$ cat config.mk
export PLATFORM = sky130hd
export DESIGN_NAME = evt_timer
export DESIGN_NICKNAME = d
export VERILOG_FILES = /design/src/rtl/tmr_pkg.sv /design/src/rtl/tmr_pin_cond.sv /design/src/rtl/tmr_host_regs.sv /design/src/rtl/tmr_count_core.sv /design/src/rtl/tmr_irq_flag.sv /design/src/rtl/evt_timer.sv
export SDC_FILE = /design/constraint.sdc
export NUM_CORES = 1
export LEC_CHECK = 0
export ABC_AREA = 1
export BUFFER_PORTS_ARGS = -buffer_cell sky130_fd_sc_hd__buf_2
export CAP_MARGIN = 20
export CORE_MARGIN = 3
export CORE_UTILIZATION = 52
export DETAILED_ROUTE_END_ITERATION = 10
export HOLD_SLACK_MARGIN = 0.12
export PLACE_DENSITY = 0.74
export SLEW_MARGIN = 20
export SYNTH_ARGS = -nofsm -noshare
export SYNTH_HDL_FRONTEND = slang
export SYNTH_SLANG_ARGS = --single-unit
$ cat constraint.sdc
create_clock -name clk_i -period 4.3 [get_ports clk_i]
set_input_delay 0.86 -clock clk_i [delete_from_list [all_inputs] [get_ports clk_i]]
set_output_delay 0.86 -clock clk_i [all_outputs]
set_load 0.02 [all_outputs]
$ cat src/rtl/tmr_pkg.sv
package tmr_pkg;
  localparam int ADDR_W = 2;

  typedef enum logic [ADDR_W-1:0] {
    A_CTRL  = 2'd0,
    A_PRE   = 2'd1,
    A_CNT   = 2'd2,
    A_FLAG  = 2'd3
  } tmr_addr_e;

  typedef enum logic [1:0] {
    MODE_IDLE  = 2'd0,
    MODE_TIMER = 2'd1,
    MODE_EVENT = 2'd2,
    MODE_GATED = 2'd3
  } tmr_mode_e;

  localparam int CTRL_BITS = 5;
  localparam int B_POL = 2;
  localparam int B_EN  = 3;
  localparam int B_IE  = 4;

  typedef struct packed {
    logic      ie;
    logic      en;
    logic      pol;
    tmr_mode_e mode;
  } tmr_ctrl_t;
endpackage

$ cat src/rtl/tmr_pin_cond.sv
module tmr_pin_cond #(
  parameter int STAGES = 2
) (
  input  logic clk_i,
  input  logic rst_n_i,
  input  logic pin_i,
  input  logic pol_i,
  output logic edge_o,
  output logic level_o
);
  logic [STAGES-1:0] sync_q;
  logic              prev_q;
  logic              pin_s;
  logic              rise_w;
  logic              fall_w;

  genvar g;
  generate
    for (g = 0; g < STAGES; g++) begin : g_sync
      if (g == 0) begin : g_first
        always_ff @(posedge clk_i or negedge rst_n_i) begin
          if (!rst_n_i) sync_q[0] <= 1'b0;
          else          sync_q[0] <= pin_i;
        end
      end else begin : g_next
        always_ff @(posedge clk_i or negedge rst_n_i) begin
          if (!rst_n_i) sync_q[g] <= 1'b0;
          else          sync_q[g] <= sync_q[g-1];
        end
      end
    end
  endgenerate

  assign pin_s = sync_q[STAGES-1];

  always_ff @(posedge clk_i or negedge rst_n_i) begin
    if (!rst_n_i) prev_q <= 1'b0;
    else          prev_q <= pin_s;
  end

  assign rise_w  = pin_s & ~prev_q;
  assign fall_w  = ~pin_s & prev_q;
  assign edge_o  = pol_i ? fall_w : rise_w;
  assign level_o = pol_i ? ~pin_s : pin_s;
endmodule

$ cat src/rtl/tmr_host_regs.sv
module tmr_host_regs
  import tmr_pkg::*;
#(
  parameter int W = 8
) (
  input  logic              clk_i,
  input  logic              rst_n_i,
  input  logic              wr_i,
  input  logic              rd_i,
  input  logic [ADDR_W-1:0] addr_i,
  input  logic [W-1:0]      wdata_i,
  output logic [W-1:0]      rdata_o,
  input  logic [W-1:0]      count_i,
  input  logic              flag_i,
  output tmr_ctrl_t         ctrl_o,
  output logic [W-1:0]      preload_o,
  output logic              pre_wr_o,
  output logic              cnt_rd_o,
  output logic              flag_wr_o,
  output logic              flag_val_o
);
  tmr_ctrl_t   ctrl_q;
  logic [W-1:0] pre_q;
  logic        ctrl_wr;

  assign ctrl_wr    = wr_i && (addr_i == A_CTRL);
  assign pre_wr_o   = wr_i && (addr_i == A_PRE);
  assign cnt_rd_o   = rd_i && (addr_i == A_CNT);
  assign flag_wr_o  = wr_i && (addr_i == A_FLAG);
  assign flag_val_o = wdata_i[0];

  always_ff @(posedge clk_i or negedge rst_n_i) begin
    if (!rst_n_i) begin
      ctrl_q <= '0;
      pre_q  <= '0;
    end else begin
      if (ctrl_wr)  ctrl_q <= tmr_ctrl_t'(wdata_i[CTRL_BITS-1:0]);
      if (pre_wr_o) pre_q  <= wdata_i;
    end
  end

  always_comb begin
    rdata_o = '0;
    unique case (addr_i)
      A_CTRL: rdata_o[CTRL_BITS-1:0] = ctrl_q;
      A_PRE:  rdata_o = pre_q;
      A_CNT:  rdata_o = count_i;
      A_FLAG: rdata_o[0] = flag_i;
      default: rdata_o = '0;
    endcase
  end

  assign ctrl_o    = ctrl_q;
  assign preload_o = pre_q;
endmodule

$ cat src/rtl/tmr_count_core.sv
module tmr_count_core
  import tmr_pkg::*;
#(
  parameter int W = 8
) (
  input  logic         clk_i,
  input  logic         rst_n_i,
  input  logic         en_i,
  input  tmr_mode_e    mode_i,
  input  logic         edge_i,
  input  logic         level_i,
  input  logic         inhibit_i,
  input  logic         load_i,
  input  logic [W-1:0] load_val_i,
  input  logic [W-1:0] preload_i,
  output logic [W-1:0] count_o,
  output logic         tick_o,
  output logic         ovf_o
);
  localparam logic [W-1:0] FULL = '1;

  function automatic logic wraps(input logic [W-1:0] c);
    return c == FULL;
  endfunction

  function automatic logic [W-1:0] advance(input logic [W-1:0] c,
                                           input logic [W-1:0] pre);
    return wraps(c) ? pre : c + 1'b1;
  endfunction

  logic [W-1:0] cnt_q;
  logic         step_ok;

  always_comb begin
    unique case (mode_i)
      MODE_TIMER: step_ok = 1'b1;
      MODE_EVENT: step_ok = edge_i;
      MODE_GATED: step_ok = level_i;
      default:    step_ok = 1'b0;
    endcase
  end

  assign tick_o = en_i && !inhibit_i && step_ok;
  assign ovf_o  = tick_o && wraps(cnt_q);

  always_ff @(posedge clk_i or negedge rst_n_i) begin
    if (!rst_n_i)    cnt_q <= '0;
    else if (load_i) cnt_q <= load_val_i;
    else if (tick_o) cnt_q <= advance(cnt_q, preload_i);
  end

  assign count_o = cnt_q;
endmodule

$ cat src/rtl/tmr_irq_flag.sv
module tmr_irq_flag (
  input  logic clk_i,
  input  logic rst_n_i,
  input  logic ovf_i,
  input  logic wr_i,
  input  logic wval_i,
  input  logic ie_i,
  output logic flag_o,
  output logic irq_o,
  output logic wake_o
);
  logic flag_q;
  logic wake_q;

  always_ff @(posedge clk_i or negedge rst_n_i) begin
    if (!rst_n_i) begin
      flag_q <= 1'b0;
      wake_q <= 1'b0;
    end else begin
      if (ovf_i)     flag_q <= 1'b1;
      else if (wr_i) flag_q <= wval_i;
      wake_q <= ovf_i && !flag_q;
    end
  end

  assign flag_o = flag_q;
  assign irq_o  = flag_q & ie_i;
  assign wake_o = wake_q;
endmodule

$ cat src/rtl/evt_timer.sv
module evt_timer
  import tmr_pkg::*;
#(
  parameter int W           = 8,
  parameter int SYNC_STAGES = 2
) (
  input  logic              clk_i,
  input  logic              rst_n_i,
  input  logic              bus_wr_i,
  input  logic              bus_rd_i,
  input  logic [ADDR_W-1:0] bus_addr_i,
  input  logic [W-1:0]      bus_wdata_i,
  output logic [W-1:0]      bus_rdata_o,
  input  logic              ext_pin_i,
  output logic              irq_o,
  output logic              wake_o
);
  tmr_ctrl_t    ctrl_w;
  logic [W-1:0] preload_w;
  logic [W-1:0] count_w;
  logic         pre_wr_w;
  logic         cnt_rd_w;
  logic         flag_wr_w;
  logic         flag_val_w;
  logic         flag_w;
  logic         edge_w;
  logic         level_w;
  logic         inhibit_w;
  logic         load_w;
  logic         tick_w;
  logic         ovf_w;

  tmr_host_regs #(.W(W)) u_regs (
    .clk_i      (clk_i),
    .rst_n_i    (rst_n_i),
    .wr_i       (bus_wr_i),
    .rd_i       (bus_rd_i),
    .addr_i     (bus_addr_i),
    .wdata_i    (bus_wdata_i),
    .rdata_o    (bus_rdata_o),
    .count_i    (count_w),
    .flag_i     (flag_w),
    .ctrl_o     (ctrl_w),
    .preload_o  (preload_w),
    .pre_wr_o   (pre_wr_w),
    .cnt_rd_o   (cnt_rd_w),
    .flag_wr_o  (flag_wr_w),
    .flag_val_o (flag_val_w)
  );

  tmr_pin_cond #(.STAGES(SYNC_STAGES)) u_pin (
    .clk_i   (clk_i),
    .rst_n_i (rst_n_i),
    .pin_i   (ext_pin_i),
    .pol_i   (ctrl_w.pol),
    .edge_o  (edge_w),
    .level_o (level_w)
  );

  assign inhibit_w = cnt_rd_w || pre_wr_w;
  assign load_w    = pre_wr_w && !ctrl_w.en;

  tmr_count_core #(.W(W)) u_core (
    .clk_i      (clk_i),
    .rst_n_i    (rst_n_i),
    .en_i       (ctrl_w.en),
    .mode_i     (ctrl_w.mode),
    .edge_i     (edge_w),
    .level_i    (level_w),
    .inhibit_i  (inhibit_w),
    .load_i     (load_w),
    .load_val_i (bus_wdata_i),
    .preload_i  (preload_w),
    .count_o    (count_w),
    .tick_o     (tick_w),
    .ovf_o      (ovf_w)
  );

  tmr_irq_flag u_flag (
    .clk_i   (clk_i),
    .rst_n_i (rst_n_i),
    .ovf_i   (ovf_w),
    .wr_i    (flag_wr_w),
    .wval_i  (flag_val_w),
    .ie_i    (ctrl_w.ie),
    .flag_o  (flag_w),
    .irq_o   (irq_o),
    .wake_o  (wake_o)
  );
endmodule

Word-level counts from Yosys, hierarchy flattened
Index checks and enable logic that the tools add are counted.
W data, S select, Z words.
{"block": "word_totals", "reg_bits": 26, "inputBits": 15}
{"block": "op_classes", "n_addsub": 1, "eq_ne": 7, "n_mux": 11, "bitwise": 5, "reduce_logical": 16}
{"cell": "$mux W8", "count": 3}
{"cell": "$pmux W4 S3", "count": 1}
{"cell": "$logic_and A1 B1 Y1", "count": 9}
{"cell": "$add A8 B1 Y8 const B", "count": 1}
{"cell": "$eq A2 B2 Y1 const B", "count": 4}
{"cell": "$eq A8 B8 Y1 const B", "count": 1}
{"cell": "$pmux W3 S2", "count": 1}
{"cell": "$eq A2 B1 Y1 const B", "count": 2}
{"cell": "$mux W1", "count": 4}
{"cell": "$pmux W1 S4", "count": 1}
{"cell": "$reduce_bool A2 Y1", "count": 2}
{"cell": "$and A1 B1 Y1", "count": 3}
{"cell": "$logic_not A1 Y1", "count": 3}
{"cell": "$pmux W1 S3", "count": 1}
{"cell": "$logic_not A2 Y1", "count": 1}
{"cell": "$not A1 Y1", "count": 2}
{"cell": "$logic_or A1 B1 Y1", "count": 1}

Longest topological paths before layout
{"block": "logic_depth", "depth_word": 8, "depth_mapped": 10, "ltp_nobuf": 9}

Cells and area by module
Synthesis repeated with hierarchy kept, for this count alone.
{"block": "unflattened", "hier_cells": 251, "hier_area_um2": 1735.4}
{"mod": "tmr_host_regs", "n_inst": 1, "cells_per_inst": 109, "area_each_um2": 808.3, "seq_area_each_um2": 325.3}
{"mod": "tmr_count_core", "n_inst": 1, "cells_per_inst": 118, "area_each_um2": 719.4, "seq_area_each_um2": 200.2}
{"mod": "tmr_pin_cond", "n_inst": 1, "cells_per_inst": 10, "area_each_um2": 108.9, "seq_area_each_um2": 75.1}
{"mod": "tmr_irq_flag", "n_inst": 1, "cells_per_inst": 10, "area_each_um2": 81.3, "seq_area_each_um2": 50.0}
{"mod": "evt_timer", "n_inst": 1, "cells_per_inst": 4, "area_each_um2": 17.5, "seq_area_each_um2": 0.0}

Least setup slack after synthesis
OpenSTA, ideal clock, no wires.
{"block": "synth_path", "path_kind": "input -> output", "from": "input port bus_addr_i[0]", "to": "output port bus_rdata_o[0]", "t_arrival_ps": 1727, "t_required_ps": 3440, "slack_ps": 1713, "path_stages": 5, "n_path_buf": 1, "cell_sequence": "inv_1 ha_1 buf_2 nand2_1 a32oi_1"}
{"block": "synth_via", "elab_chain_len": 2, "elab_cells_between_ends": 5, "cone_classes": "3 x eq/ne; 1 x mux; 1 x reduce/logical"}
{"element": "from (decl)", "line": "evt_timer.sv:11", "text": "input logic [ADDR_W-1:0] bus_addr_i,"}
{"element": "$eq A2 B2 Y1 (tied with other cells)", "line": "tmr_host_regs.sv:44", "text": "unique case (addr_i)"}
{"element": "$pmux W1 S4 (*)", "line": "tmr_host_regs.sv:44"}
{"element": "to (decl)", "line": "evt_timer.sv:13", "text": "output logic [W-1:0] bus_rdata_o,"}
Every way passes the cells marked *; elsewhere a longest branch is shown, timed or not.

Worst setup path after layout
{"block": "layout_path", "from": "input port bus_addr_i[1]", "to": "output port bus_rdata_o[0]"}
The elaborated chain is that of the path after synthesis.

==> flow_summary.toml <==
[run_status]
outcome = "complete, no violations"

[timing]
hold_violations = 0
skew_ns = 0.00405
min_period_ns = 2.80
tns_ns = 0
rsz0062_at_grt = "false"
max_freq_ghz = 0.357
hold_slack_ns = 0.368
fin_crit_sh = 0.651
tightest_slew_ns = 0.586
finalSetupViolCount = 0
relSlewSlack = 0.610
finalMaxSlewViolations = 0

[worst_setup_path]
slowest_delay_ns = 0.38
path_buf_inv = 3
crit_slowest_cell = "ha_1"
r2r_cells = 7
cp.arrival_ns = 1.94
path_depth = 6
critical_path_class = "primary input to output pin"
cp_max_fo = 9
r2r_setup_slack_ns = 2.75
path_cells = "buf_2 > inv_1 > ha_1 > nand2_1 > a32oi_1 > buf_2"
cp-end-kind = "output pin"
worstReg2RegStart = "u_core.count_o[0]$_DFFE_PN0P_"
cp_data_required_time_ns = 3.44
critPathLaunchType = "primary input"
r2r-end = "u_core.count_o[0]$_DFFE_PN0P_"
cp_top_family = "buffers and inverters"
critPathMostFrequentCell = "buf_2"

[floorplanning]
die_area_um2 = 3920
coreArea_um2 = 2900
fp.dieH_um = 62.6
dieWidth_um = 62.6
rows = 19
start_util = 0.574
boundaryPins = 25

[detailed_routing]
avgViaCountPerCell = 5.03
wl_per_cell_um = 12.6
vias = 1505
drt_iter0_drc = 61
ant_nets = 0
drcViolationCount = 0
wl_mm = 3.77
drt_pass1_iterations = 4

[cells_and_area]
antenna_cells = 0
multi_input_comb_area_um2 = 862
num-nets-final = 281
drive_above_1_share = 0.171
fill_cells = 292
final_util = 0.632
seqCellArea_um2 = 651
area_growth_pct = 10.1

[synth]
synth-warning-count = 0
synth_cells = 234
yosys.area.top_type = "dfrtp_1"
synth_common_cells = "85 x nand2_1, 39 x nand3_1, 29 x inv_1"
synth_area_um2 = 1660
synthArstFlopShare = 1.00
yosysMostFrequentCell = "nand2_1"
synth.net_count = 256
synth.distinct_cells = 20
netlist_top_cells_area = "dfrtp_1 39%, nand2_1 19%, nand3_1 12%"
synth_seq_cells = 26
ys.flop_type = "dfrtp_1"
synth-edff-count = 0
netlist.area_leader.share = 0.391
synth.avg_cell_area_um2 = 7.11
ys_seq_area_frac = 0.391

[power_and_ir_drop]
power_density_nw_per_um2 = 416
ir_drop_mv = 0.242
power_leakage_uw = 0.00102

[clock_network]
cts_setup_buffers = 0
cts_buffers = 3
cts_max_level = 1
clkTransAtPathRegs_ns = 0.13
cts.sinks = 26
clk_latency_ns = 0.32
cts_tree = "yes"
hold_buffers = 0
cts-root-buf = "clkbuf_4"
cts_buffer_depth = 2
cts-resized-gates = 0

[global_route]
gr-usage-all-layers = 0.210
overflow = 0
grt_max_degree = 27
antenna_found_initial = 0
grt_pass1_wl_mm = 6.66
grt_pass1_vias = 1445

[placed_design]
portBuffers = 24
hpwl_mm = 2.94
gp_congestion = 0.928

[hold_path]
hold_end = "u_pin.pin_s$_DFF_PN0_"
hold_start = "u_pin.sync_q[0]$_DFF_PN0_"
min_path_cells = 0
hold_class = "register to register"

[flow_run]
maxCapViolCount = 0
cell usage in the layout, fill, tap and decap left out, drive strengths merged:
master / instances
inv: 33
nand4: 1
o21ai: 14
a21oi: 4
nor2: 10
ha: 7
dfrtp: 26
buf: 24
clkbuf: 3
a32oi: 1
or2: 2
nand2: 91
nand3: 41
flip-flops by register name, summed over array words and instances (netlist names):
signal and flops:
u_flag.flag_o 1, u_pin.pin_s 1, u_regs.ctrl_o 5, u_flag.wake_o 1, u_core.count_o 8, u_regs.preload_o 8, u_pin.sync_q 1, u_pin.prev_q 1
final cells by class:
type                       count  share of cell area
tap                           42              0.0287
inverter                      33              0.0676
multi-input combinational    171               0.471
clock buffer                   3              0.0123
sequential                    26               0.355
timing repair buffer          24              0.0656
report_power, final:
part / total, uW / switching [uW] / leakage (uW) / internal (uW)
Clock: 102 / 69.2 / 0.0000138 / 32.9
Sequential: 389 / 86.6 / 0.000322 / 302
Combinational: 271 / 168 / 0.000685 / 103
Total: 762 / 324 / 0.00102 / 438
cells by family (layout without fill, tap and decap cells):
group,after synthesis,count (layout),share of synthesized area
simple gates,145,145,0.406
buf+inv,37,60,0.0910
flops,26,26,0.391
compound gates,19,19,0.0594
fa+ha+maj,7,7,0.0526
metrics by stage:
stage	cells	area (um^2)	total power [uW]	setup slack (ns)
CTS	299	1830	765	1.50
global placement	296	1810	658	1.54
floorplan	234	1660	580	1.71
global route	299	1830	831	1.40
detailed placement	296	1810	661	1.50
finish	299	1830	762	1.50
metal layers:
layer	track usage	wire length [um]	vias to the layer above
met4	0.0413	35	0
li1	-	-	790
met5	0	0	-
met1	0.313	1910	679
met3	0.0288	162	4
met2	0.324	1660	32
worst max path at each step:
stage                       start              to  slack, ns
finish              bus_addr_i[1]  bus_rdata_o[0]       1.50
global route        bus_addr_i[1]  bus_rdata_o[4]       1.40
CTS                 bus_addr_i[0]  bus_rdata_o[0]       1.50
detailed placement  bus_addr_i[0]  bus_rdata_o[0]       1.50
global placement    bus_addr_i[0]  bus_rdata_o[0]       1.54
floorplan           bus_addr_i[0]  bus_rdata_o[0]       1.71
Power figures use the tool's default switching activity.
